**config.mk**
```make
export PLATFORM = sky130hd
export DESIGN_NAME = chain_frame_codec
export DESIGN_NICKNAME = d
export VERILOG_FILES = /design/src/rtl/chain_frame_codec.sv
export SDC_FILE = /design/constraint.sdc
export NUM_CORES = 1
export LEC_CHECK = 0
export BUFFER_PORTS_ARGS = -buffer_cell sky130_fd_sc_hd__buf_4
export CAP_MARGIN = 5
export CORE_ASPECT_RATIO = 1.75
export CORE_MARGIN = 3
export CORE_UTILIZATION = 43
export CTS_BUF_LIST = sky130_fd_sc_hd__clkbuf_4
export DETAILED_ROUTE_END_ITERATION = 10
export HOLD_SLACK_MARGIN = 0.03
export PLACE_DENSITY = 0.78
export SLEW_MARGIN = 25
export SYNTH_ARGS = -nofsm -noshare
export SYNTH_HDL_FRONTEND = slang
export SYNTH_SLANG_ARGS = --single-unit
```
**constraint.sdc**
```tcl
create_clock -name clk -period 2.6 [get_ports clk]
set_input_delay 0.52 -clock clk [delete_from_list [all_inputs] [get_ports clk]]
set_output_delay 0.52 -clock clk [all_outputs]
set_load 0.05 [all_outputs]
```
**src/rtl/chain_frame_codec.sv**
```systemverilog
module chain_frame_codec #(
  parameter int CELL_LAST = 5
) (
  input  logic        clk,
  input  logic        rst,
  input  logic [4:0]  tx_dev,
  input  logic [5:0]  tx_reg,
  input  logic [7:0]  tx_data,
  input  logic        tx_bcast,
  output logic [31:0] tx_word,
  input  logic [31:0] rx_word,
  input  logic        rx_done,
  input  logic        rx_regmode,
  output logic        rx_valid,
  output logic        rx_crc_err,
  output logic        rx_end_mark,
  output logic [4:0]  rx_dev,
  output logic [5:0]  rx_addr,
  output logic [11:0] rx_value,
  output logic        rx_ack,
  output logic        rx_is_cell
);
  localparam logic [7:0] POLY    = 8'h2F;
  localparam logic [2:0] TRAILER = 3'b010;

  function automatic logic [7:0] byte_step(input logic [7:0] b);
    logic [7:0] c;
    c = b;
    for (int i = 0; i < 8; i++) c = c[7] ? ((c << 1) ^ POLY) : (c << 1);
    return c;
  endfunction

  function automatic logic [7:0] frame_crc(input logic [23:0] op);
    return byte_step(byte_step(op[23:16]) ^ op[15:8]) ^ op[7:0];
  endfunction

  logic [19:0] hdr;
  logic [7:0]  tx_crc, rx_crc;
  logic [4:0]  dev_nat;

  assign hdr     = {tx_dev, tx_reg, tx_data, tx_bcast};
  assign tx_crc  = frame_crc({3'b000, hdr, 1'b0});
  assign tx_word = {hdr, 1'b0, tx_crc, TRAILER};
  assign rx_crc  = frame_crc({2'b00, rx_word[31:10]});

  always_comb
    for (int i = 0; i < 5; i++) dev_nat[i] = rx_word[31-i];

  always_ff @(posedge clk) begin
    if (rst) begin
      rx_valid    <= 1'b0;
      rx_crc_err  <= 1'b0;
      rx_end_mark <= 1'b0;
      rx_dev      <= '0;
      rx_addr     <= '0;
      rx_value    <= '0;
      rx_ack      <= 1'b0;
      rx_is_cell  <= 1'b0;
    end else begin
      rx_valid <= rx_done;
      if (rx_done) begin
        rx_end_mark <= (rx_word == 32'd0);
        rx_crc_err  <= (rx_word != 32'd0) && (rx_crc != rx_word[9:2]);
        rx_dev      <= dev_nat;
        if (rx_regmode) begin
          rx_addr    <= rx_word[26:21];
          rx_value   <= {4'b0000, rx_word[20:13]};
          rx_ack     <= rx_word[10];
          rx_is_cell <= 1'b0;
        end else begin
          rx_addr    <= {2'b00, rx_word[26:23]};
          rx_value   <= rx_word[22:11];
          rx_ack     <= 1'b0;
          rx_is_cell <= (32'(rx_word[26:23]) <= CELL_LAST);
        end
      end
    end
  end
endmodule

```
==> flow_summary.json <==
{
  "num_vias": 2031,
  "mostFrequentLayoutCell": "buf_4",
  "start_kind": "primary input",
  "place_congestion": 0.799,
  "required_ps": 2080,
  "clk_path_buf_depth": 2,
  "avgSynthCellArea_um2": 9.42,
  "hold_viol": 0,
  "timing.fmax_mhz": 402,
  "stdcell_area_um2": 3230,
  "synth.distinct_cells": 35,
  "wl_per_cell_um": 14.8,
  "grt_start_max_net_pins": 41,
  "die_w_um": 62.2,
  "io_buffers": 111,
  "layoutNonFillerInstCount": 419,
  "clkLatencyLatePin_ps": 330,
  "final_cell_mix": "buf_4 (124), xnor2_1 (52), nor2_1 (28), dfxtp_1 (28), mux2i_1 (20)",
  "cellLeakagePower_nw": 1.50,
  "ys_ff_latch": 28,
  "clkSinkCount": 28,
  "initial_core_util_pct": 44.8,
  "drt_wl_total_um": 6220,
  "power.density_nw_per_um2": 656,
  "synth_cells": 252,
  "yosys_warnings": 0,
  "num_antenna_cells": 0,
  "cts_buffers": 3,
  "clock_skew_ps": 0,
  "fin_setup_tns_ps": 0,
  "final.fill_count": 464,
  "dp.cells": 415,
  "io_pins": 116,
  "drt_iter0_drc": 26,
  "dp_hpwl_um": 5180,
  "rsz0062_at_grt": "false",
  "drive_gt1_share_pct": 41.2,
  "first_pass_iters": 4,
  "hold_path.class": "in -> reg",
  "arrival_ps": 1970,
  "ir_drop_uv": 454,
  "final_nets": 403,
  "fin_crit_sh_pct": 95.8,
  "cts_max_level": 1,
  "overflow": 0,
  "cap_violations": 0,
  "placed_area_um2": 3190,
  "clk_pin_slew_ps": 150,
  "grt_pass1_wl_um": 10100,
  "clock-root-buffer": "clkbuf_4",
  "path_max_fanout": 3,
  "die_area_um2": 6490,
  "rrSetupSlack_ps": 1840,
  "num_rows": 35,
  "core-area_um2": 5300,
  "grt_pass1_vias": 2147,
  "postRouteAntennaNets": 0,
  "post-cts-setup-buffers": 0,
  "worst_slew_pin_slew_ps": 482,
  "drc_errors": 0,
  "cts_tree": "yes",
  "outcome": "completed",
  "viasPerCell": 4.85,
  "ff_latch_area_um2": 561,
  "setup_viol": 0,
  "die_h_um": 104,
  "area_growth_pct": 35.9,
  "antenna_found_initial": 0,
  "ys_seq_area_share_pct": 23.6,
  "fin_crit_ps": 2490,
  "endpoint_kind": "output port",
  "grtUsageTotal_pct": 19.2,
  "syn_area_um2": 2370,
  "relSlewSlack_pct": 67.4,
  "critPathKind": "in -> out",
  "drv_slew": 0,
  "multi_input_area_um2": 1610
}
per-stage QoR:
stage	hold slack, ps	setup slack, ps	util [%]	total power [mW]
after floorplan	659	-111	-	1.56
after global placement	455	-104	60.1	1.91
after detailed placement	468	-131	60.1	1.94
after CTS	457	5.69	60.6	2.12
after global routing	484	26.6	60.9	2.22
final	455	110	60.9	2.12
what timing repair did:
action / in CTS / in global routing
hold buffers: 0 / 0
gates resized for setup: 0 / 2
setup endpoints to repair: 0 / 4
power breakdown:
group | total, mW | internal [mW] | leakage (nW) | switching [mW]
clock network | 0.186 | 0.0564 | 0.0154 | 0.130
registers | 0.469 | 0.454 | 0.231 | 0.0141
logic | 1.46 | 0.638 | 1.25 | 0.825
final cells by class:
type | instances | area share [%]
Multi-Input combinational cell | 186 | 49.8
Clock buffer | 3 | 0.698
Timing Repair Buffer | 124 | 28.8
Clock inverter | 1 | 0.116
Tap cell | 74 | 2.87
Sequential cell | 28 | 17.4
Inverter | 3 | 0.349
critical path: stages:
cell,delay [ps]
buf_4,120
xor2_1,180
xnor2_1,320
xnor2_1,220
xor2_1,270
xnor2_2,130
buf_4,210
kinds of logic after synthesis:
kind of cell | Yosys count | share of synthesized area (%)
and+or+nand+nor | 53 | 11.0
DFF | 28 | 23.6
AOI/OAI and AO/OA | 24 | 6.95
buffers and inverters | 40 | 10.3
other | 2 | 0.316
adders and majority gates | 1 | 0.527
xor gates and xnor gates | 84 | 38.9
muxes | 20 | 8.43
cells in the mapped netlist:
cell type | number | area [um^2]
nand4_1 | 2 | 12.5
nor4_1 | 6 | 37.5
o41ai_1 | 1 | 8.76
nor2_1 | 28 | 105
nor3_2 | 1 | 10.0
a211oi_1 | 12 | 90.1
buf_4 | 24 | 180
buf_2 | 4 | 20.0
ha_1 | 1 | 12.5
and2_1 | 1 | 6.26
a22oi_1 | 2 | 15.0
conb_1 | 2 | 7.51
nor3_1 | 1 | 5.00
a21boi_0 | 1 | 7.51
dfxtp_1 | 28 | 561
clkbuf_1 | 6 | 22.5
nor2b_1 | 3 | 18.8
xnor2_1 | 56 | 490
nand2_1 | 2 | 7.51
xnor2_2 | 5 | 81.3
a2111oi_0 | 1 | 8.76
buf_1 | 3 | 11.3
and3_2 | 1 | 7.51
xnor2_4 | 1 | 27.5
nor4b_1 | 1 | 8.76
nand3_1 | 3 | 15.0
nand3b_1 | 1 | 7.51
mux2i_1 | 20 | 200
xnor3_2 | 2 | 47.6
xor2_4 | 1 | 27.5
inv_1 | 3 | 11.3
xnor3_1 | 6 | 135
nand2b_1 | 3 | 18.8
a21oi_1 | 7 | 35.0
xor2_1 | 13 | 114
layer usage:
metal  GRT usage, %  part of all wire, %
met5              0                    0
met4           6.33                  1.6
met3           4.22                  7.8
met2           39.6                   59
met1           17.9                   32
flip-flops by register name (all words and copies together) (netlist names):
register and count:
rx_ack 1, rx_addr 6, rx_crc_err 1, rx_dev 5, rx_end_mark 1, rx_is_cell 1
rx_valid 1, rx_value 12
worst paths after layout:
kind,from,to,depth (start not counted)
max,tx_dev[2],tx_word[5],7
min,rx_word[20],rx_value[9],3
max reg2reg,rx_value[0],rx_value[0],2
min reg2reg,rx_ack,rx_ack,2
(Power assumes the default switching activity.)
